[src/rtl/rdt_pkg.sv]
// Package: shared code values and helpers for the token readout sequencer.
// Assumes 3-bit channel and block codes on the control inputs.
package rdt_pkg;

    localparam int CODE_W = 3;

    // Channel code that strobes the monitor counter clear.
    localparam logic [CODE_W-1:0] CH_MON_CLR = 3'd6;
    // Block code that drops a held token.
    localparam logic [CODE_W-1:0] BK_TOK_CLR = 3'd5;
    // Block code that strobes the trigger clear.
    localparam logic [CODE_W-1:0] BK_TRG_CLR = 3'd6;
    // Block code that passes the token without reading.
    localparam logic [CODE_W-1:0] BK_NONE    = 3'd0;

    typedef enum logic {
        SQ_IDLE = 1'b0,
        SQ_HOLD = 1'b1
    } sq_state_t;

    // True when code lies in 1..limit.
    function automatic logic code_in_range(input logic [CODE_W-1:0] code,
                                           input int limit);
        return (int'(code) >= 1) && (int'(code) <= limit);
    endfunction

endpackage

[src/rtl/rdt_code_pulse.sv]
// Module: rdt_code_pulse
// Emits a one-cycle registered strobe on each edge where the input code
// changes to MATCH from any other value. Assumes the code is synchronous
// to clk. The previous-code register resets to zero.
module rdt_code_pulse #(
    parameter int           W     = 3,
    parameter logic [W-1:0] MATCH = '0
) (
    input  logic         clk,
    input  logic         rst_n,
    input  logic [W-1:0] code,
    output logic         pulse
);

    logic [W-1:0] code_q;

    // Track the previous code and raise the strobe on entry into MATCH.
    always_ff @(posedge clk) begin
        if (!rst_n) begin
            code_q <= '0;
            pulse  <= 1'b0;
        end else begin
            code_q <= code;
            pulse  <= (code == MATCH) && (code_q != MATCH);
        end
    end

endmodule

[src/rtl/rdt_seq.sv]
// Module: rdt_seq
// Token state machine and in-block word counter. Starts on a rising token
// edge with a valid block code, advances one word per cycle while chan_ok,
// and releases the token with a one-cycle tok_out after the last word.
// Assumes BLK_WORDS is a power of two so the address is a concatenation.
module rdt_seq
    import rdt_pkg::*;
#(
    parameter int NUM_BLK   = 4,
    parameter int BLK_WORDS = 64,
    localparam int OFF_W    = $clog2(BLK_WORDS),
    localparam int BIDX_W   = (NUM_BLK > 1) ? $clog2(NUM_BLK) : 1
) (
    input  logic              clk,
    input  logic              rst_n,
    input  logic              tok_in,
    input  logic [CODE_W-1:0] blk_sel,
    input  logic              chan_ok,
    output logic              hold,
    output logic [BIDX_W-1:0] blk_idx,
    output logic [OFF_W-1:0]  offset,
    output logic              tok_out
);

    localparam logic [OFF_W-1:0] LAST_OFF = OFF_W'(BLK_WORDS - 1);

    sq_state_t         st_q, st_d;
    logic              tok_q;
    logic              tok_rise;
    logic [BIDX_W-1:0] idx_d;
    logic [OFF_W-1:0]  off_d;
    logic              tout_d;

    assign tok_rise = tok_in && !tok_q;

    // Next-state decode for the token holder and the word counter.
    always_comb begin
        st_d   = st_q;
        idx_d  = blk_idx;
        off_d  = offset;
        tout_d = 1'b0;
        unique case (st_q)
            SQ_IDLE: begin
                if (tok_rise) begin
                    if (code_in_range(blk_sel, NUM_BLK)) begin
                        st_d  = SQ_HOLD;
                        off_d = '0;
                        idx_d = BIDX_W'(int'(blk_sel) - 1);
                    end else if (blk_sel == BK_NONE) begin
                        tout_d = 1'b1;
                    end
                end
            end
            SQ_HOLD: begin
                if (blk_sel == BK_TOK_CLR) begin
                    st_d  = SQ_IDLE;
                    off_d = '0;
                end else if (chan_ok) begin
                    if (offset == LAST_OFF) begin
                        st_d   = SQ_IDLE;
                        off_d  = '0;
                        tout_d = 1'b1;
                    end else begin
                        off_d = offset + 1'b1;
                    end
                end
            end
            default: st_d = SQ_IDLE;
        endcase
    end

    // State, counter, token-edge and token-out registers.
    always_ff @(posedge clk) begin
        if (!rst_n) begin
            st_q    <= SQ_IDLE;
            tok_q   <= 1'b0;
            blk_idx <= '0;
            offset  <= '0;
            tok_out <= 1'b0;
        end else begin
            st_q    <= st_d;
            tok_q   <= tok_in;
            blk_idx <= idx_d;
            offset  <= off_d;
            tok_out <= tout_d;
        end
    end

    assign hold = (st_q == SQ_HOLD);

endmodule

[src/rtl/rdt_busdrv.sv]
// Module: rdt_busdrv
// Combinational channel decode, counter-bank addressing and bus drive.
// Assumes the counter bank returns mem_data in the same cycle as the
// address. A released bus reads as zero.
module rdt_busdrv
    import rdt_pkg::*;
#(
    parameter int DATA_W   = 12,
    parameter int NUM_CHAN = 5,
    parameter int OFF_W    = 6,
    parameter int BIDX_W   = 2,
    localparam int WADDR_W = OFF_W + BIDX_W
) (
    input  logic               hold,
    input  logic [CODE_W-1:0]  chan_sel,
    input  logic [BIDX_W-1:0]  blk_idx,
    input  logic [OFF_W-1:0]   offset,
    input  logic [DATA_W-1:0]  mem_data,
    output logic               chan_ok,
    output logic [CODE_W-1:0]  mem_chan,
    output logic [WADDR_W-1:0] mem_word,
    output logic [DATA_W-1:0]  bus_q,
    output logic               bus_oe
);

    // Decode the channel code and drive the bank address and bus.
    always_comb begin
        chan_ok  = code_in_range(chan_sel, NUM_CHAN);
        mem_chan = chan_ok ? chan_sel : '0;
        mem_word = hold ? {blk_idx, offset} : '0;
        bus_oe   = hold && chan_ok;
        bus_q    = bus_oe ? mem_data : '0;
    end

endmodule

[src/rtl/blk_token_reader.sv]
// Module: blk_token_reader (top)
// Token-chained block readout sequencer: reads one 64-word block of a
// selected channel onto a shared bus, one word per clock, and issues clear
// strobes for the special codes. Synchronous active-low reset.
module blk_token_reader
    import rdt_pkg::*;
#(
    parameter int DATA_W    = 12,
    parameter int NUM_CHAN  = 5,
    parameter int NUM_BLK   = 4,
    parameter int BLK_WORDS = 64,
    localparam int OFF_W    = $clog2(BLK_WORDS),
    localparam int BIDX_W   = (NUM_BLK > 1) ? $clog2(NUM_BLK) : 1,
    localparam int WADDR_W  = OFF_W + BIDX_W
) (
    input  logic               clk,
    input  logic               rst_n,
    input  logic [2:0]         chan_sel,
    input  logic [2:0]         blk_sel,
    input  logic               tok_in,
    output logic               tok_out,
    output logic [2:0]         mem_chan,
    output logic [WADDR_W-1:0] mem_word,
    input  logic [DATA_W-1:0]  mem_data,
    output logic [DATA_W-1:0]  bus_q,
    output logic               bus_oe,
    output logic               ro_clr,
    output logic               trig_clr
);

    logic              hold;
    logic              chan_ok;
    logic [BIDX_W-1:0] blk_idx;
    logic [OFF_W-1:0]  offset;

    rdt_seq #(
        .NUM_BLK   (NUM_BLK),
        .BLK_WORDS (BLK_WORDS)
    ) u_seq (
        .clk     (clk),
        .rst_n   (rst_n),
        .tok_in  (tok_in),
        .blk_sel (blk_sel),
        .chan_ok (chan_ok),
        .hold    (hold),
        .blk_idx (blk_idx),
        .offset  (offset),
        .tok_out (tok_out)
    );

    rdt_busdrv #(
        .DATA_W   (DATA_W),
        .NUM_CHAN (NUM_CHAN),
        .OFF_W    (OFF_W),
        .BIDX_W   (BIDX_W)
    ) u_bus (
        .hold     (hold),
        .chan_sel (chan_sel),
        .blk_idx  (blk_idx),
        .offset   (offset),
        .mem_data (mem_data),
        .chan_ok  (chan_ok),
        .mem_chan (mem_chan),
        .mem_word (mem_word),
        .bus_q    (bus_q),
        .bus_oe   (bus_oe)
    );

    // One strobe generator per special code: monitor clear and trigger clear.
    for (genvar g = 0; g < 2; g++) begin : g_strobe
        if (g == 0) begin : g_mon
            rdt_code_pulse #(.W(CODE_W), .MATCH(CH_MON_CLR)) u_p (
                .clk   (clk),
                .rst_n (rst_n),
                .code  (chan_sel),
                .pulse (ro_clr)
            );
        end else begin : g_trg
            rdt_code_pulse #(.W(CODE_W), .MATCH(BK_TRG_CLR)) u_p (
                .clk   (clk),
                .rst_n (rst_n),
                .code  (blk_sel),
                .pulse (trig_clr)
            );
        end
    end

endmodule

[config.mk]
export PLATFORM = sky130hd
export DESIGN_NAME = blk_token_reader
export DESIGN_NICKNAME = d
export VERILOG_FILES = /design/src/rtl/rdt_pkg.sv /design/src/rtl/rdt_code_pulse.sv /design/src/rtl/rdt_seq.sv /design/src/rtl/rdt_busdrv.sv /design/src/rtl/blk_token_reader.sv
export SDC_FILE = /design/constraint.sdc
export NUM_CORES = 1
export LEC_CHECK = 0
export ABC_AREA = 1
export BUFFER_PORTS_ARGS = -buffer_cell sky130_fd_sc_hd__buf_2
export CAP_MARGIN = 25
export CORE_ASPECT_RATIO = 0.6
export CORE_MARGIN = 2
export CORE_UTILIZATION = 30
export CTS_CLUSTER_SIZE = 24
export DETAILED_ROUTE_END_ITERATION = 10
export PLACE_DENSITY = 0.56
export SYNTH_ARGS = -nofsm -noshare
export SYNTH_HDL_FRONTEND = slang
export SYNTH_SLANG_ARGS = --single-unit
export TNS_END_PERCENT = 50
[constraint.sdc]
create_clock -name clk -period 1.7 [get_ports clk]
set_clock_uncertainty 0.2 [all_clocks]
set_input_delay 0.51 -clock clk [delete_from_list [all_inputs] [get_ports clk]]
set_output_delay 0.51 -clock clk [all_outputs]
set_load 0.1 [all_outputs]
==> metrics.txt <==
Die H=52.5 µm; fin worst setup slack=-0.415 ns; CP arrival=1.40 ns; total global routing overflow=0; Worst-Skew Late Latency=between 0.2 and 0.3 ns; die area=0.00446 mm²; min Tclk post-route=between 2 and 2.5 ns; share of synthesized registers carrying an async set or reset=0%; met3 WL=249 µm; Fillers=329; # diodes=0; R2R setup slack=0.13 ns; clock tree buffer depth=2; Initial Util=31.6%; Die Wd=around 85 µm; Distinct cells, synth=24; initial antenna violation count=0; first-pass GRT wire length=5250 µm; cells after synthesis=171; Crit path depth=8; failing checks=setup timing; Min Hold Slack=0.229 ns; syn avg cell area=slightly below 7 µm²; Final Cycle Share=124%; CTS clk-pin slew, worst paths=around 0.070 ns; endpoints failing setup=24; final hold vios=0; P&R area growth vs syn=90.2%; WP data required=0.99 ns; Leakage=1.08 nW; Crit path largest cell delay=0.22 ns; Worst path slowest cell=nor2_4; Initial DRC Count=46; Max Slew Vio Count=0; # placed instances=280; # nets final=around 270; outcome=complete, but fails checks; top routing layer used=met4; GP Congestion=0.843; Fmax achieved=473 MHz; Sink Count=19; cell taking the most area after synthesis=dfxtp_1; vias in the first global route=1,132; register area share after synthesis=32.3%; Setup crit start kind=input pin; drt first pass iters=4; Hold Path Sink=g_strobe[0].g_mon.u_p.pulse$_SDFF_PN0_; Vias/cell=about 4.3; Top delay family on crit path=simple AND/OR/NAND/NOR gates; drt wl/cell=10.6 µm; wirelength, routed=3050 µm; Power per Cell Area=604 mW/mm²; core area=0.00372 mm²; IO buf count=47; Cell Chain, Critical Path=buf_12 -> inv_12 -> nand3_4 -> nand2_4 -> nor2_4 -> inv_8 -> nor2_4 -> buf_12; Final ANT Viol Nets=0; CTS tree=done; Tightest Hold Check Type=flip-flop to flip-flop; top cell type's share of synthesized area=32.3%; Post-Syn Area=0.00118 mm²; syn nets=196; total number of yosys warnings=0; Residual DRC=0; worst-margin pin slew=about 0.27 ns; io pins=48; number of max-cap violations=0; HPWL after DPL=2340 µm; CTS Root Cell=clkbuf_8; RSZ-0062 raised after global routing=true; CP Class=input pin to primary output; Post-synth EDFFs=0; Reg-to-Reg End=u_seq.offset[3]$_SDFFE_PN0P_; Yosys reg bits=19; crit-path max FO=6; WHS Path Cells=1; most common cell in the netlist=inv_1; CTS Hold Bufs=0; Hold Crit Start=g_strobe[0].g_mon.u_p.code_q[1]$_SDFF_PN0_; row count=17; metal2 WL=1250 µm; layout cells sized above 1=50.4%; top post-synthesis cells by area=dfxtp_1 (32%), inv_1 (14%), nand2_1 (10%); commonest cells in the netlist=inv_1 (45), nand2_1 (32), dfxtp_1 (19); Cell Count, Final, Fillers Out=287; endpoint class of the critical path=primary output; cts bufs inserted=3; WP buf/inv=4; Worst IR Drop VDD=between 300 and 400 µV; met1 WL=1530 µm; H-Tree Depth=1; max-slew headroom at the worst pin=82.1%; largest net degree at the start of global routing=15; worst reg2reg path depth=8; r2r startpoint=u_seq.offset[0]$_SDFFE_PN0P_; Global Route Usage Sum=15.1%; ys flop type=dfxtp_1; Vias=1,234
-- placed cells by master (no fill, tap or decap), types with 3 or more instances in the layout --
cell and count:
a21oi_1 5, buf_2 17, nand3_1 8, nand2_2 5
buf_12 28, nor2_1 7, nand4_1 4, a21oi_2 3
dfxtp_1 18, nand2_1 29, inv_2 9, clkbuf_8 3
inv_1 35, buf_6 3, ha_1 4, buf_4 17
nor2_2 3, nor2_4 16
-- worst register-to-register path, delay by kind of cell (launching register included) --
| family | cells | cell delay, ns |
|---|---|---|
| compound gates | 1 | 0.04 |
| fa+ha+maj | 1 | 0.19 |
| flops | 1 | 0.38 |
| buf+inv | 1 | 0.07 |
| simple gates | 5 | 0.59 |
-- final cells by class --
class	instances	area, µm²	share of cell area [%]
Timing Repair inverter	1	8.76	0.391
Multi-Input combinational cell	100	688	30.7
Inverter	49	216	9.66
Sequential cell	19	384	17.2
Timing Repair Buffer	67	837	37.4
Clock inverter	1	5.00	0.223
Tap cell	47	58.8	2.63
Clock buffer	3	41.3	1.84
-- through the flow --
stage	instance area (µm²)	TNS (ns)	setup slack, ns	utilization [%]	total power [W]
5_1_grt	2240	-7.40	-0.464	60.2	0.00143
2_1_floorplan	1280	-15.58	-1.04	-	0.000821
3_5_place_dp	2080	-8.44	-0.507	55.9	0.00101
3_3_place_gp	2080	-8.00	-0.491	55.9	0.00100
6_report	2240	-6.26	-0.415	60.2	0.00135
4_1_cts	2200	-7.13	-0.421	59.2	0.00135
-- kinds of logic after synthesis --
family	share of synthesized area, %
AND/OR/NAND/NOR	36.0
buffers and inverters	18.4
flip-flops	32.3
AO/OA/AOI/OAI	9.03
adder cells (fa/ha/maj)	4.25
-- how the worst max path moves through the flow --
| stage | from | to |
|---|---|---|
| floorplan | chan_sel[2] | bus_q[0] |
| global placement | chan_sel[2] | bus_q[0] |
| detailed placement | chan_sel[2] | bus_q[0] |
| CTS | chan_sel[2] | bus_q[2] |
| global route | chan_sel[2] | bus_q[9] |
| finish | chan_sel[2] | bus_q[9] |
-- layer usage --
metal | up-vias | track usage [%]
met2 | 50 | 23.2
li1 | 643 | -
met5 | - | 0
met1 | 539 | 20.9
met3 | 2 | 5.20
met4 | 0 | 2.38
-- registers in the layout, summed over array words and instances, names as in the netlist --
register / flops
u_seq.blk_idx: 2
g_strobe.g_mon.u_p.pulse: 1
u_seq.tok_q: 1
u_seq.offset: 6
g_strobe.g_trg.u_p.code_q: 3
u_seq.hold: 1
g_strobe.g_trg.u_p.pulse: 1
g_strobe.g_mon.u_p.code_q: 3
u_seq.tok_out: 1
-- repair_timing --
item                       in CTS  in global routing
buffers inserted                1                  1
pin swaps                       4                  3
gates cloned                    1                  0
resized for setup              17                 20
setup endpoints to repair      24                 28
-- power breakdown --
| group | switching, W | internal, W | total, W | leakage (nW) |
|---|---|---|---|---|
| registers | 0.0000118 | 0.000465 | 0.000477 | 0.156 |
| clock network | 0.000157 | 0.000163 | 0.000320 | 0.0255 |
| logic | 0.000349 | 0.000207 | 0.000556 | 0.898 |
| total | 0.000518 | 0.000835 | 0.00135 | 1.08 |
No activity file was read; power rests on OpenSTA's default activity.
